## src/rtl/acr_pkg.sv

```systemverilog
package acr_pkg;

  typedef enum logic [1:0] {
    MODE_IDLE = 2'b00,
    MODE_FREE = 2'b01,
    MODE_LOCK = 2'b10
  } acr_mode_e;

endpackage

```

## src/rtl/acr_free_timer.sv

```systemverilog
module acr_free_timer
  import acr_pkg::*;
#(
  parameter int INIT_W = 8,
  parameter int MULT_LOG2 = 3
) (
  input  logic              clk_i,
  input  logic              rst_ni,
  input  logic              restart_i,
  input  logic              tick_i,
  input  logic [INIT_W-1:0] init_cnt_i,
  output acr_mode_e         mode_o
);

  localparam int CW = INIT_W + MULT_LOG2;

  acr_mode_e     mode_q;
  logic [CW-1:0] cnt_q;
  logic [CW-1:0] load_val;

  assign load_val = {init_cnt_i, {MULT_LOG2{1'b0}}};

  always_ff @(posedge clk_i or negedge rst_ni) begin
    if (!rst_ni) begin
      mode_q <= MODE_IDLE;
      cnt_q  <= '0;
    end else if (restart_i) begin
      mode_q <= MODE_FREE;
      cnt_q  <= load_val;
    end else if (tick_i) begin
      unique case (mode_q)
        MODE_IDLE: begin
          mode_q <= MODE_FREE;
          cnt_q  <= load_val;
        end
        MODE_FREE: begin
          // a zero count still spends one tick in free run
          if (cnt_q <= CW'(1)) mode_q <= MODE_LOCK;
          else                 cnt_q  <= cnt_q - CW'(1);
        end
        default: mode_q <= MODE_LOCK;
      endcase
    end
  end

  assign mode_o = mode_q;

  a_r2_mode_legal: assert property (@(posedge clk_i) disable iff (!rst_ni)
    mode_q != 2'b11);

  a_r2_lock_sticky: assert property (@(posedge clk_i) disable iff (!rst_ni)
    (mode_q == MODE_LOCK && !restart_i) |=> mode_q == MODE_LOCK);

  a_r8_restart_free: assert property (@(posedge clk_i) disable iff (!rst_ni)
    restart_i |=> mode_q == MODE_FREE);

endmodule

```

## src/rtl/acr_err_scale.sv

```systemverilog
module acr_err_scale #(
  parameter int FILL_W  = 16,
  parameter int SHIFT_W = 4
) (
  input  logic                     clk_i,
  input  logic                     rst_ni,
  input  logic [FILL_W-1:0]        fill_i,
  input  logic [FILL_W-1:0]        target_i,
  input  logic [SHIFT_W-1:0]       shift_i,
  output logic signed [FILL_W:0]   step_o
);

  logic signed [FILL_W:0] err;

  always_comb begin
    err    = $signed({1'b0, fill_i}) - $signed({1'b0, target_i});
    step_o = err >>> shift_i;
  end

  // step keeps the sign of the error
  a_r4_step_sign_neg: assert property (@(posedge clk_i) disable iff (!rst_ni)
    (fill_i < target_i) |-> step_o[FILL_W]);

  a_r4_step_sign_pos: assert property (@(posedge clk_i) disable iff (!rst_ni)
    (fill_i >= target_i) |-> !step_o[FILL_W]);

endmodule

```

## src/rtl/acr_integ.sv

```systemverilog
module acr_integ #(
  parameter int STEP_W  = 17,
  parameter int RANGE_W = 15,
  parameter int CTRL_W  = 16,
  parameter int GUARD_W = 8
) (
  input  logic                     clk_i,
  input  logic                     rst_ni,
  input  logic                     clear_i,
  input  logic                     en_i,
  input  logic signed [STEP_W-1:0] step_i,
  input  logic [RANGE_W-1:0]       range_i,
  output logic signed [CTRL_W-1:0] ctrl_o,
  output logic                     sat_hi_o,
  output logic                     sat_lo_o
);

  localparam int IW = CTRL_W + GUARD_W;

  logic signed [IW-1:0] integ_q, integ_d;
  logic signed [IW-1:0] step_x, rng_pos, rng_neg;
  logic signed [IW-1:0] acc_sum, out_sum, out_clamp;
  logic signed [CTRL_W-1:0] ctrl_q;
  logic hi_q, lo_q;

  always_comb begin
    step_x  = IW'(step_i);
    rng_pos = $signed({{(IW-RANGE_W){1'b0}}, range_i});
    rng_neg = -rng_pos;
    acc_sum = integ_q + step_x;
    if (acc_sum > rng_pos)      integ_d = rng_pos;
    else if (acc_sum < rng_neg) integ_d = rng_neg;
    else                        integ_d = acc_sum;
    out_sum = integ_d + step_x;
    if (out_sum > rng_pos)      out_clamp = rng_pos;
    else if (out_sum < rng_neg) out_clamp = rng_neg;
    else                        out_clamp = out_sum;
  end

  always_ff @(posedge clk_i or negedge rst_ni) begin
    if (!rst_ni) begin
      integ_q <= '0;
      ctrl_q  <= '0;
      hi_q    <= 1'b0;
      lo_q    <= 1'b0;
    end else if (clear_i) begin
      integ_q <= '0;
      ctrl_q  <= '0;
      hi_q    <= 1'b0;
      lo_q    <= 1'b0;
    end else if (en_i) begin
      integ_q <= integ_d;
      ctrl_q  <= out_clamp[CTRL_W-1:0];
      hi_q    <= out_sum > rng_pos;
      lo_q    <= out_sum < rng_neg;
    end
  end

  assign ctrl_o   = ctrl_q;
  assign sat_hi_o = hi_q;
  assign sat_lo_o = lo_q;

  a_r5_out_in_range: assert property (@(posedge clk_i) disable iff (!rst_ni)
    (en_i && !clear_i) |=>
      ($signed({1'b0, $past(range_i)}) >= ctrl_q &&
       -$signed({1'b0, $past(range_i)}) <= ctrl_q));

  a_r6_flags_exclusive: assert property (@(posedge clk_i) disable iff (!rst_ni)
    !(hi_q && lo_q));

  a_r6_hi_pinned: assert property (@(posedge clk_i) disable iff (!rst_ni)
    (en_i && !clear_i) |=>
      (!hi_q || ctrl_q == $signed({1'b0, $past(range_i)})));

  a_r6_lo_pinned: assert property (@(posedge clk_i) disable iff (!rst_ni)
    (en_i && !clear_i) |=>
      (!lo_q || ctrl_q == -$signed({1'b0, $past(range_i)})));

endmodule

```

## src/rtl/acr_freq_ctrl.sv

```systemverilog
module acr_freq_ctrl
  import acr_pkg::*;
#(
  parameter int FILL_W    = 16,
  parameter int SHIFT_W   = 4,
  parameter int RANGE_W   = 15,
  parameter int CTRL_W    = 16,
  parameter int INIT_W    = 8,
  parameter int MULT_LOG2 = 3,
  parameter int GUARD_W   = 8
) (
  input  logic                     clk_i,
  input  logic                     rst_ni,
  input  logic                     restart_i,
  input  logic                     tick_i,
  input  logic [FILL_W-1:0]        fill_i,
  input  logic [FILL_W-1:0]        target_i,
  input  logic [SHIFT_W-1:0]       shift_i,
  input  logic [RANGE_W-1:0]       range_i,
  input  logic [INIT_W-1:0]        init_cnt_i,
  output logic signed [CTRL_W-1:0] ctrl_o,
  output logic [1:0]               mode_o,
  output logic                     sat_hi_o,
  output logic                     sat_lo_o
);

  localparam int STEP_W = FILL_W + 1;

  acr_mode_e               mode;
  logic signed [STEP_W-1:0] step;
  logic                    loop_en;

  acr_free_timer #(
    .INIT_W    (INIT_W),
    .MULT_LOG2 (MULT_LOG2)
  ) u_timer (
    .clk_i      (clk_i),
    .rst_ni     (rst_ni),
    .restart_i  (restart_i),
    .tick_i     (tick_i),
    .init_cnt_i (init_cnt_i),
    .mode_o     (mode)
  );

  acr_err_scale #(
    .FILL_W  (FILL_W),
    .SHIFT_W (SHIFT_W)
  ) u_err (
    .clk_i    (clk_i),
    .rst_ni   (rst_ni),
    .fill_i   (fill_i),
    .target_i (target_i),
    .shift_i  (shift_i),
    .step_o   (step)
  );

  assign loop_en = tick_i && (mode == MODE_LOCK);

  acr_integ #(
    .STEP_W  (STEP_W),
    .RANGE_W (RANGE_W),
    .CTRL_W  (CTRL_W),
    .GUARD_W (GUARD_W)
  ) u_integ (
    .clk_i    (clk_i),
    .rst_ni   (rst_ni),
    .clear_i  (restart_i),
    .en_i     (loop_en),
    .step_i   (step),
    .range_i  (range_i),
    .ctrl_o   (ctrl_o),
    .sat_hi_o (sat_hi_o),
    .sat_lo_o (sat_lo_o)
  );

  assign mode_o = mode;

  a_r3_zero_outside_lock: assert property (@(posedge clk_i) disable iff (!rst_ni)
    (mode != MODE_LOCK) |-> (ctrl_o == '0 && !sat_hi_o && !sat_lo_o));

  a_r7_hold_no_tick: assert property (@(posedge clk_i) disable iff (!rst_ni)
    (!tick_i && !restart_i) |=>
      ($stable(ctrl_o) && $stable(mode_o) && $stable(sat_hi_o) && $stable(sat_lo_o)));

  a_r8_restart_clears: assert property (@(posedge clk_i) disable iff (!rst_ni)
    restart_i |=> (ctrl_o == '0 && !sat_hi_o && !sat_lo_o));

endmodule

```

## config.mk

```make
export PLATFORM = sky130hd
export DESIGN_NAME = acr_freq_ctrl
export DESIGN_NICKNAME = d
export VERILOG_FILES = /design/src/rtl/acr_pkg.sv /design/src/rtl/acr_free_timer.sv /design/src/rtl/acr_err_scale.sv /design/src/rtl/acr_integ.sv /design/src/rtl/acr_freq_ctrl.sv
export SDC_FILE = /design/constraint.sdc
export NUM_CORES = 1
export LEC_CHECK = 0
export CAP_MARGIN = 10
export CORE_MARGIN = 2
export CORE_UTILIZATION = 61
export CTS_BUF_LIST = sky130_fd_sc_hd__clkbuf_8 sky130_fd_sc_hd__clkbuf_16
export CTS_CLUSTER_DIAMETER = 150
export DETAILED_ROUTE_END_ITERATION = 12
export PLACE_DENSITY_LB_ADDON = 0.15
export SYNTH_ARGS = -nofsm -noshare
export SYNTH_HDL_FRONTEND = slang
export SYNTH_SLANG_ARGS = --single-unit
```

## constraint.sdc

```tcl
create_clock -name clk_i -period 12.3 [get_ports clk_i]
set_input_delay 2.46 -clock clk_i [delete_from_list [all_inputs] [get_ports clk_i]]
set_output_delay 2.46 -clock clk_i [all_outputs]
set_load 0.01 [all_outputs]
```

==> impl_table.tex, run 1 <==
\begin{tabular}{lr}
\hline
Metric & Value \\
\hline
\multicolumn{2}{l}{\textbf{Run status}} \\
\quad Last stage reached & 5\_1\_grt \\
\quad Result of the run & did not finish \\
\quad First error & [ERROR GRT-0232] Routing congestion too high. Check the congestion heatmap in the GUI. \\
\multicolumn{2}{l}{\textbf{Yosys}} \\
\quad Sequential element share of the synthesized area & 0.1470 \\
\quad Most instantiated cells after synthesis & sky130\_fd\_sc\_hd\_\_ha\_1, sky130\_fd\_sc\_hd\_\_nand2\_1, sky130\_fd\_sc\_hd\_\_nor2\_1 \\
\quad Fraction of synthesized cell area taken by the top area cell type & 0.1911 \\
\quad Cell area after synthesis & 0.009364 mm² \\
\quad Cell type contributing the most total cell area after synthesis & sky130\_fd\_sc\_hd\_\_ha\_1 \\
\quad EDFF count, synth & 0 \\
\quad Count of distinct cell types in the synthesized netlist & 78 \\
\quad Total of flip-flops plus latches after synthesis & 55 \\
\quad Main area contributors after synthesis & sky130\_fd\_sc\_hd\_\_ha\_1, sky130\_fd\_sc\_hd\_\_dfrtp\_1, sky130\_fd\_sc\_hd\_\_a21oi\_1 \\
\quad Top-count cell post-synth & sky130\_fd\_sc\_hd\_\_ha\_1 \\
\quad Post-synthesis async set-or-reset flop share & 1.000 \\
\quad Count of yosys warnings during synthesis & 0 \\
\quad Mapped Cells & 1232 \\
\quad Main flop type after synthesis & sky130\_fd\_sc\_hd\_\_dfrtp\_1 \\
\quad Synthesized area per cell & 7.601 µm² \\
\quad Syn nets & 1441 \\
\multicolumn{2}{l}{\textbf{Clock network}} \\
\quad CTS max path bufs & 2 \\
\quad Number of buffers created by CTS & 5 \\
\quad Number of sinks driven by the clock tree & 55 \\
\quad Cell at the root of the clock tree & sky130\_fd\_sc\_hd\_\_clkbuf\_16 \\
\quad Number of levels in the clock H-tree & 2 \\
\multicolumn{2}{l}{\textbf{Die}} \\
\quad Number of rows in the core area & between 40 and 50 \\
\quad Horizontal die dimension & 127.9 µm \\
\quad Effective utilization at floorplan & 0.6206 \\
\quad Height of the chip & 127.9 µm \\
\quad Number of top-level pins & 83 \\
\multicolumn{2}{l}{\textbf{GRT}} \\
\quad Total congestion overflow after global routing & 17 \\
\quad Largest net degree at the start of global routing & 56 \\
\quad Aggregate global-route resource usage & 0.7946 \\
\multicolumn{2}{l}{\textbf{Placed design}} \\
\quad Post-Place Cell Area & 0.01284 mm² \\
\quad Port Buf Inserts & 82 \\
\quad Final HPWL DP & 24930 µm \\
\quad Routability Congestion & 1.019 \\
\multicolumn{2}{l}{\textbf{Timing}} \\
\quad Endpoint with the least setup slack after the last repair & u\_integ.ctrl\_o[7]\$\_DFFE\_PN0P\_/D \\
\quad Pin type at the end of the worst path & register input \\
\hline
\end{tabular}
-- metal layers --
layer / GRT overflow / global-route usage
met4: 8 / 0.8229
met1: 0 / 0.7654
met5: 2 / 0.3220
met3: 0 / 0.6811
met2: 7 / 0.9497
-- cell families after synthesis --
kind of cell,Yosys count,synth area share
adders and majority gates,146,0.1975
and+or+nand+nor,398,0.2028
muxes,60,0.07149
AOI/OAI and AO/OA,391,0.2763
DFF,55,0.1470
buffers and inverters,124,0.05064
xor gates and xnor gates,58,0.05425
-- repair_timing --
item | in CTS
hold buffers | 0
setup buffers | 45
cloned | 0
gates resized for setup | 131
endpoints found under the hold margin | 0
endpoints found under the setup margin | 18
pin swaps | 64
-- through the flow --
| stage | setup slack, ps | std cells | TNS (ps) | hold slack [ps] | utilization |
|---|---|---|---|---|---|
| after floorplan | 2.967 | 1232 | 0 | 449.8 | - |
| after global placement | -1368 | 1772 | -24010 | 466.6 | 0.8507 |
| after detailed placement | -1776 | 1772 | -30950 | 483.5 | 0.8507 |
| after CTS | -383.1 | 1824 | -5924 | 499.5 | 0.9098 |
==> run 2, diff against run 1 <==
Settings changed: CORE_UTILIZATION 61 to 40, CTS_BUF_LIST sky130_fd_sc_hd__clkbuf_8 sky130_fd_sc_hd__clkbuf_16 to unset, CTS_CLUSTER_DIAMETER 150 to unset.
==> run 2 against run 1 <==
The flow now finishes, with violations (setup timing). Synthesized cell count unchanged. Area after synthesis unchanged.
==> impl_table.tex, run 2 <==
\begin{tabular}{lr}
\hline
Metric & Value \\
\hline
\multicolumn{2}{l}{\textbf{Run status}} \\
\quad Failing checks & setup timing \\
\quad Result of the run & complete, but fails checks \\
\multicolumn{2}{l}{\textbf{Placed design}} \\
\quad Final HPWL DP & around 25000 µm \\
\quad Cell count after placement & 1901 \\
\quad Port Buf Inserts & 82 \\
\quad Post-Place Cell Area & 0.01304 mm² \\
\quad Routability Congestion & 0.9256 \\
\multicolumn{2}{l}{\textbf{Yosys}} \\
\quad Mapped Cells & roughly 1200 \\
\quad Cell area after synthesis & 0.009364 mm² \\
\quad Count of distinct cell types in the synthesized netlist & just under 80 \\
\quad Top-count cell post-synth & sky130\_fd\_sc\_hd\_\_ha\_1 \\
\quad Sequential element share of the synthesized area & 0.1470 \\
\quad Portion of netlist area occupied by mux cells & 0.07149 \\
\quad Total of flip-flops plus latches after synthesis & 55 \\
\quad Cell type contributing the most total cell area after synthesis & sky130\_fd\_sc\_hd\_\_ha\_1 \\
\quad Main combinational cell family by area after synthesis & compound AO/OA/AOI/OAI gates \\
\quad Count of yosys warnings during synthesis & 0 \\
\quad Most instantiated cells after synthesis & sky130\_fd\_sc\_hd\_\_ha\_1, sky130\_fd\_sc\_hd\_\_nand2\_1, sky130\_fd\_sc\_hd\_\_nor2\_1 \\
\quad Fraction of synthesized cell area taken by the top area cell type & 0.1911 \\
\quad Adder-cell share of the synthesized area & 0.1975 \\
\quad Post-synthesis async set-or-reset flop share & 1.000 \\
\quad Main flop type after synthesis & sky130\_fd\_sc\_hd\_\_dfrtp\_1 \\
\quad Main area contributors after synthesis & sky130\_fd\_sc\_hd\_\_ha\_1, sky130\_fd\_sc\_hd\_\_dfrtp\_1, sky130\_fd\_sc\_hd\_\_a21oi\_1 \\
\quad EDFF count, synth & 0 \\
\quad Post-Synth XOR/XNOR Area & 0.05425 \\
\quad Share of the synthesized area in compound gates (AO/OA/AOI/OAI) & 0.2763 \\
\quad Synthesized area per cell & 7.601 µm² \\
\quad Area share of and/or/nand/nor cells after synthesis & 0.2028 \\
\quad Syn nets & between 1000 and 1500 \\
\multicolumn{2}{l}{\textbf{Timing}} \\
\quad Count of pins over their slew limit & 0 \\
\quad Final period utilization & 1.040 \\
\quad Minimum clock period & 12790 ps \\
\quad Setup TNS & -7977 ps \\
\quad Maximum frequency from static timing analysis & 78.17 MHz \\
\quad Worst path setup slack after routing & -492.8 ps \\
\quad Final Hold Viols & 0 \\
\quad Slew of the pin with the lowest slew margin & 960.9 ps \\
\quad Setup repair after global routing missed its margin & yes \\
\quad Worst clock skew & 9.359 ps \\
\quad Worst rel slew slack & 0.3570 \\
\quad Setup violators final & 18 \\
\quad Final hold slack & 491.3 ps \\
\multicolumn{2}{l}{\textbf{Critical path}} \\
\quad Critical path launch point & target\_i[0] \\
\quad Critical path type & in2reg \\
\quad Worst path slowest cell & sky130\_fd\_sc\_hd\_\_or4bb\_4 \\
\quad Crit path max fanout & 7 \\
\quad Worst reg2reg startpoint & u\_integ.integ\_q[4] \\
\quad Critical path data required time & 12480 ps \\
\quad Most common cell type on the critical path & sky130\_fd\_sc\_hd\_\_buf\_4 \\
\quad Nature of the critical path endpoint & flop \\
\quad Critical path launch point type & primary input \\
\quad Delay of the slowest critical-path stage & 540 ps \\
\quad Arrival time at the worst endpoint & approximately 13000 ps \\
\multicolumn{2}{l}{\textbf{Drt}} \\
\quad Sum of routed wire length over all layers & between 30000 and 40000 µm \\
\quad Routed wire per std cell & 16.45 µm \\
\quad Final ANT Viol Nets & 0 \\
\quad Detailed-route via count & 10921 \\
\quad Post-detailed-route DRC marker count & 0 \\
\quad Via density per instance & between 5 and 6 \\
\quad Initial DRT Pass Iterations & 6 \\
\quad First-iteration detailed-routing DRC count & 508 \\
\multicolumn{2}{l}{\textbf{Die}} \\
\quad Number of top-level pins & 83 \\
\quad Horizontal die dimension & 157.0 µm \\
\quad Number of rows in the core area & 55 \\
\quad Total Die Area & 0.02465 mm² \\
\quad Floorplan core area & 0.02278 mm² \\
\quad Effective utilization at floorplan & 0.4111 \\
\quad Height of the chip & 157.0 µm \\
\multicolumn{2}{l}{\textbf{Clock network}} \\
\quad Number of sinks driven by the clock tree & 55 \\
\quad Clock tree from TritonCTS & yes \\
\quad Number of buffers created by CTS & 5 \\
\quad Clk Latency, worst-skew pair & slightly above 300 ps \\
\quad Hold buffers post-CTS & 0 \\
\quad Number of levels in the clock H-tree & 2 \\
\quad Cell at the root of the clock tree & sky130\_fd\_sc\_hd\_\_clkbuf\_16 \\
\quad CTS max path bufs & 2 \\
\quad Clk slew on worst S/H paths & about 70 ps \\
\multicolumn{2}{l}{\textbf{Finish}} \\
\quad Final Instance Count excl. Fillers & 1983 \\
\quad Fraction of layout instances using a drive strength above 1 & 0.3611 \\
\quad Layout overhead on the synthesized area & 57.32\% \\
\quad FILL cells & around 2000 \\
\quad Fin nets & 1878 \\
\quad Commonest non-fill, non-tap cells in the layout & sky130\_fd\_sc\_hd\_\_buf\_4, sky130\_fd\_sc\_hd\_\_nand2\_1, sky130\_fd\_sc\_hd\_\_ha\_1 \\
\quad Final standard cell area without fillers & 0.01473 mm² \\
\quad Total inserted antenna cells & 0 \\
\quad Largest Register & u\_integ.integ\_q \\
\quad Most common cell after layout, fill and taps aside & sky130\_fd\_sc\_hd\_\_buf\_4 \\
\quad Largest register FFs & 24 \\
\quad Final core utilization & 0.6467 \\
\multicolumn{2}{l}{\textbf{Hold path}} \\
\quad Startpoint of the worst hold path & u\_integ.integ\_q[10] \\
\quad Type of the tightest min-delay check & reg2reg \\
\multicolumn{2}{l}{\textbf{GRT}} \\
\quad Number of antenna violations at the first check in global routing & 0 \\
\quad Largest net degree at the start of global routing & 56 \\
\quad Wire length of the first global-routing pass & 52480 µm \\
\quad Via count of the first global-routing pass & 10913 \\
\quad Aggregate global-route resource usage & 0.2615 \\
\quad Total congestion overflow after global routing & 0 \\
\multicolumn{2}{l}{\textbf{Power and ir drop}} \\
\quad Peak ir drop on the vdd network & 0.00007922 V \\
\quad Power per Cell Area & 132.1 mW/mm² \\
\quad Leakage component of the power & 6.979 nW \\
\multicolumn{2}{l}{\textbf{Job}} \\
\quad Max Cap Viol & 0 \\
\hline
\end{tabular}
[run 2: routing by layer]
layer  GRT usage  routed length (µm)  part of all wire  vias up
li1            -                   -                 -     5439
met1      0.3391               15180              0.47     5192
met2      0.4708               15580              0.48      230
met3     0.01459                 936             0.029       60
met4     0.07034                 922             0.028        0
met5           0                   0                 0        -
[run 2: worst max-delay path, delay by kind of cell]
kind,cells,cell delay [ps]
and+or+nand+nor,12,2070
AOI/OAI and AO/OA,24,3970
muxes,4,1020
adders and majority gates,7,1920
xor gates and xnor gates,1,170
buffers and inverters,10,1360
[run 2: cell type report]
type	instances	area (µm²)	share of cell area
Multi-Input combinational cell	1053	8536	0.5794
Timing Repair Buffer	475	3953	0.2683
Sequential cell	55	1376	0.09343
Tap cell	313	391.6	0.02658
Inverter	79	306.5	0.02081
Clock buffer	5	125.1	0.008493
Clock inverter	3	43.79	0.002973
[run 2: final timing paths]
| path | to | slack, ps | depth (start not counted) |
|---|---|---|---|
| max | u_integ.ctrl_o[5] | -490 | 58 |
| min | u_integ.integ_q[10] | 490 | 2 |
| max reg2reg | u_integ.ctrl_o[5] | 3890 | 44 |
| min reg2reg | u_integ.integ_q[10] | 490 | 2 |
| max in group asynchronous | u_integ.integ_q[23] | 9520 | 2 |
| min in group asynchronous | u_integ.ctrl_o[1] | 2300 | 2 |
[run 2: through the flow]
step           power [mW]  setup slack (ps)
4_1_cts             1.844            -237.8
5_1_grt             2.088             -1129
2_1_floorplan      0.9208             2.967
3_5_place_dp        1.454             -1742
3_3_place_gp        1.443             -1532
6_report            1.946            -492.8
[run 2: power by group]
| part | internal (mW) | switching, mW | total (mW) |
|---|---|---|---|
| Clock | 0.0964 | 0.0725 | 0.169 |
| Combinational | 0.841 | 0.741 | 1.58 |
| Sequential | 0.188 | 0.00787 | 0.195 |
| Total | 1.12 | 0.822 | 1.95 |
[run 2: timing repair]
| item | CTS | global route |
|---|---|---|
| endpoints found under the setup margin | 18 | 18 |
| cloned | 5 | 0 |
| pin swaps | 59 | 48 |
| buffers inserted | 57 | 15 |
| gates resized for setup | 184 | 50 |
| hold endpoints to repair | 0 | 0 |
[run 2: kinds of logic after synthesis]
family          count (synthesis)
compound gates                391
xor+xnor                       58
fa+ha+maj                     146
buf+inv                       124
flops                          55
mux                            60
simple gates                  398
Note: power is estimated with default switching activity, not from simulation.
==> run 3, diff against run 2 <==
Settings changed: SYNTH_HIERARCHICAL set to 1.
==> run 3 against run 2 <==
The run still ends with setup timing left. Combinational power is 13% higher. Critical path depth is 4 lower. Worst setup slack better by 190 ps. Global-route usage is 0.40 points higher. Design area is 2.5% higher. Core utilization is 2.2 points lower. Largest cell class unchanged. Wire length is 7.1% higher. Largest power group unchanged. Maximum frequency is 1.5% higher. First-iteration DRC count is 15% higher. Area after synthesis is 4.7% higher. Hold slack better by 15 ps.
==> impl_table.tex, run 3 <==
\begin{tabular}{lr}
\hline
Metric & Value \\
\hline
\multicolumn{2}{l}{\textbf{Timing}} \\
\quad Maximum frequency from static timing analysis & between 70 and 80 MHz \\
\quad Worst clock skew & 18.93 ps \\
\quad Minimum clock period & 12610 ps \\
\quad Slew of the pin with the lowest slew margin & 987.4 ps \\
\quad Final period utilization & 1.025 \\
\quad Setup TNS & -4736 ps \\
\quad Setup violators final & 17 \\
\quad Count of pins over their slew limit & 0 \\
\quad Final Hold Viols & 0 \\
\quad Worst rel slew slack & 0.3389 \\
\quad Worst path setup slack after routing & -306.4 ps \\
\quad Setup repair after global routing missed its margin & yes \\
\multicolumn{2}{l}{\textbf{GRT}} \\
\quad Largest net degree at the start of global routing & 56 \\
\quad Total congestion overflow after global routing & 0 \\
\quad Wire length of the first global-routing pass & 55900 µm \\
\quad Aggregate global-route resource usage & 0.2654 \\
\quad Via count of the first global-routing pass & 11218 \\
\quad Number of antenna violations at the first check in global routing & 0 \\
\multicolumn{2}{l}{\textbf{Power and ir drop}} \\
\quad Clock Power Share & 0.075 \\
\quad Switching share of power & 0.4507 \\
\quad Portion of total power attributed to combinational logic & 0.833 \\
\quad NetSw & just under 1 mW \\
\quad Power per Cell Area & between 100 and 150 mW/mm² \\
\quad Peak ir drop on the vdd network & $\sim$0.000068 V \\
\quad Internal Dissipation & 1.180 mW \\
\quad Relative contribution of sequential cells to total power & 0.092 \\
\quad Leakage component of the power & 7.038 nW \\
\multicolumn{2}{l}{\textbf{Critical path}} \\
\quad Nature of the critical path endpoint & flop \\
\quad Crit Reg-Reg Endpoint & u\_integ/ctrl\_o[12] \\
\quad Delay of the slowest critical-path stage & about 470 ps \\
\quad Critical path launch point & target\_i[2] \\
\quad Worst path slowest cell & sky130\_fd\_sc\_hd\_\_clkdlybuf4s50\_1 \\
\quad Depth of the critical timing path with buffers and inverters included & 54 \\
\quad Crit path max fanout & 7 \\
\quad Arrival time at the worst endpoint & 12800 ps \\
\quad Worst R2R Setup Slack & 4220 ps \\
\quad Family of cells with the greatest summed delay on the critical path & compound AO/OA/AOI/OAI gates \\
\quad Depth of the worst register-to-register path & 41 \\
\quad Critical path type & in2reg \\
\quad Critical path data required time & $\sim$13000 ps \\
\quad Worst reg2reg startpoint & u\_integ/integ\_q[4] \\
\quad Critical path launch point type & primary input \\
\quad Buffering stage count on the worst path with inverters included & 10 \\
\multicolumn{2}{l}{\textbf{Yosys}} \\
\quad Total of flip-flops plus latches after synthesis & between 50 and 60 \\
\quad Synthesized area per cell & about 7.7 µm² \\
\quad Syn nets & 1484 \\
\quad Sequential element share of the synthesized area & 0.1404 \\
\quad Main flop type after synthesis & sky130\_fd\_sc\_hd\_\_dfrtp\_1 \\
\quad Top-count cell post-synth & sky130\_fd\_sc\_hd\_\_ha\_1 \\
\quad Count of distinct cell types in the synthesized netlist & 92 \\
\quad Most instantiated cells after synthesis & sky130\_fd\_sc\_hd\_\_ha\_1, sky130\_fd\_sc\_hd\_\_nand2\_1, sky130\_fd\_sc\_hd\_\_nor2\_1 \\
\quad Main area contributors after synthesis & sky130\_fd\_sc\_hd\_\_ha\_1, sky130\_fd\_sc\_hd\_\_dfrtp\_1, sky130\_fd\_sc\_hd\_\_a21oi\_1 \\
\quad Cell area after synthesis & roughly 0.01 mm² \\
\quad Cell type contributing the most total cell area after synthesis & sky130\_fd\_sc\_hd\_\_ha\_1 \\
\quad Mapped Cells & 1276 \\
\quad Fraction of synthesized cell area taken by the top area cell type & 0.1812 \\
\quad Count of yosys warnings during synthesis & 6 \\
\quad Post-synthesis async set-or-reset flop share & 1.000 \\
\quad EDFF count, synth & 0 \\
\multicolumn{2}{l}{\textbf{Hold path}} \\
\quad Hold endpoint & u\_integ/ctrl\_o[10] \\
\quad Startpoint of the worst hold path & u\_integ/ctrl\_o[10] \\
\quad Type of the tightest min-delay check & reg2reg \\
\quad Hold Path Stages & 2 \\
\multicolumn{2}{l}{\textbf{Finish}} \\
\quad Most common cell after layout, fill and taps aside & sky130\_fd\_sc\_hd\_\_buf\_4 \\
\quad Final Instance Count excl. Fillers & 2031 \\
\quad Largest register FFs & 24 \\
\quad Final standard cell area without fillers & 0.01510 mm² \\
\quad Fraction of layout instances using a drive strength above 1 & 0.3591 \\
\quad Largest Register & u\_integ/integ\_q \\
\quad Commonest non-fill, non-tap cells in the layout & sky130\_fd\_sc\_hd\_\_buf\_4, sky130\_fd\_sc\_hd\_\_nand2\_1, sky130\_fd\_sc\_hd\_\_ha\_1 \\
\quad Final core utilization & 0.6246 \\
\quad Fin nets & 1914 \\
\quad Layout overhead on the synthesized area & 54.00\% \\
\quad Total inserted antenna cells & 0 \\
\multicolumn{2}{l}{\textbf{Die}} \\
\quad Height of the chip & 160.6 µm \\
\quad Total Die Area & 0.02578 mm² \\
\quad Number of rows in the core area & 57 \\
\quad Number of top-level pins & 83 \\
\quad Effective utilization at floorplan & 0.4056 \\
\quad Horizontal die dimension & 160.6 µm \\
\quad Floorplan core area & 0.02418 mm² \\
\multicolumn{2}{l}{\textbf{Clock network}} \\
\quad Clk slew on worst S/H paths & 80 ps \\
\quad Number of levels in the clock H-tree & 2 \\
\quad Clk Latency, worst-skew pair & 320 ps \\
\quad Number of buffers created by CTS & 5 \\
\quad Cell at the root of the clock tree & sky130\_fd\_sc\_hd\_\_clkbuf\_16 \\
\quad CTS max path bufs & 2 \\
\quad Hold buffers post-CTS & 0 \\
\quad Clock tree from TritonCTS & yes \\
\quad Number of sinks driven by the clock tree & 55 \\
\multicolumn{2}{l}{\textbf{Job}} \\
\quad Max Cap Viol & 0 \\
\multicolumn{2}{l}{\textbf{Drt}} \\
\quad Routed wire per std cell & about 17 µm \\
\quad First-iteration detailed-routing DRC count & slightly below 600 \\
\quad Final ANT Viol Nets & 0 \\
\quad Post-detailed-route DRC marker count & 0 \\
\quad Sum of routed wire length over all layers & 34930 µm \\
\quad Via density per instance & 5.548 \\
\quad Detailed-route via count & 11269 \\
\quad Initial DRT Pass Iterations & 5 \\
\multicolumn{2}{l}{\textbf{Placed design}} \\
\quad Pre-CTS setup slack & -1632 ps \\
\quad Cell count after placement & 1984 \\
\quad Final HPWL DP & 27270 µm \\
\quad Post-Place Cell Area & 0.01356 mm² \\
\quad Routability Congestion & about 0.95 \\
\quad Port Buf Inserts & 82 \\
\multicolumn{2}{l}{\textbf{Run status}} \\
\quad Result of the run & complete, but fails checks \\
\quad Failing checks & setup timing \\
\hline
\end{tabular}
run 3: changes by cell type in the layout (fill, tap and decap cells not counted), sizes merged, moves of 12 or more:
| cell | delta |
|---|---|
| a31oi | +12 |
| a21o | +17 |
| nor3 | -15 |
| o211ai | +25 |
| mux2 | -20 |
| o21ai | -28 |
run 3: kinds of logic after synthesis:
kind of cell,share of synthesized area
multiplexers,0.05831
buffers and inverters,0.05793
AO/OA/AOI/OAI,0.2849
XOR/XNOR,0.06048
adder cells (fa/ha/maj),0.1873
AND/OR/NAND/NOR,0.2107
flip-flops,0.1404
run 3: stage by stage:
step,hold slack [ps],total power [mW]
after CTS,512.5,2.036
after detailed placement,494.7,1.701
after global placement,490.8,1.678
after global routing,538.6,2.312
final,506.3,2.149
after floorplan,490.6,0.9942
run 3: worst register-to-register path: cells and delay by family (launching register included):
kind            cells  cell delay, ps
compound gates     18            3120
simple gates       11            1820
xor+xnor            1             250
flops               1             400
fa+ha+maj           5            1580
buf+inv             6             770
run 3: cell type report:
type	instances	area (µm²)
inverters	76	285.3
fillers	2131	9076
multi-input cells	1082	8932
clock buffers	5	125.1
well taps	324	405.4
flip-flops and latches	55	1376
clock inverters	3	28.78
repair buffers	486	3948
run 3: layer usage:
metal  wire, µm  part of all wire  GRT usage  up-vias
met1      15150              0.43     0.3244     5320
met4       1046             0.030    0.08518        0
li1           -                 -          -     5602
met2      17420              0.50     0.4861      282
met5          0                 0          0        -
met3       1313             0.038    0.02893       65
run 3: power groups by stage:
stage | combinational, mW | clock, mW | sequential, mW
2_1_floorplan | 0.797 | 0 | 0.197
3_3_place_gp | 1.48 | 0 | 0.200
3_5_place_dp | 1.50 | 0 | 0.200
4_1_cts | 1.67 | 0.167 | 0.197
5_1_grt | 1.94 | 0.174 | 0.199
6_report | 1.79 | 0.162 | 0.197
run 3: what timing repair did:
| item | in CTS | in global routing |
|---|---|---|
| pin swaps | 95 | 90 |
| setup buffers | 28 | 16 |
| gates resized for setup | 144 | 76 |
| hold endpoints to repair | 0 | 0 |
| cloned | 2 | 1 |
| endpoints found under the setup margin | 18 | 18 |
run 3: how the worst max path moves through the flow:
| stage | slack (ps) | end |
|---|---|---|
| 2_1_floorplan | 10 | u_integ/ctrl_o[10] |
| 3_3_place_gp | -1260 | u_integ/ctrl_o[0] |
| 3_5_place_dp | -1630 | u_integ/ctrl_o[0] |
| 4_1_cts | 20 | u_integ/ctrl_o[2] |
| 5_1_grt | -710 | u_integ/ctrl_o[2] |
| 6_report | -310 | u_integ/ctrl_o[12] |
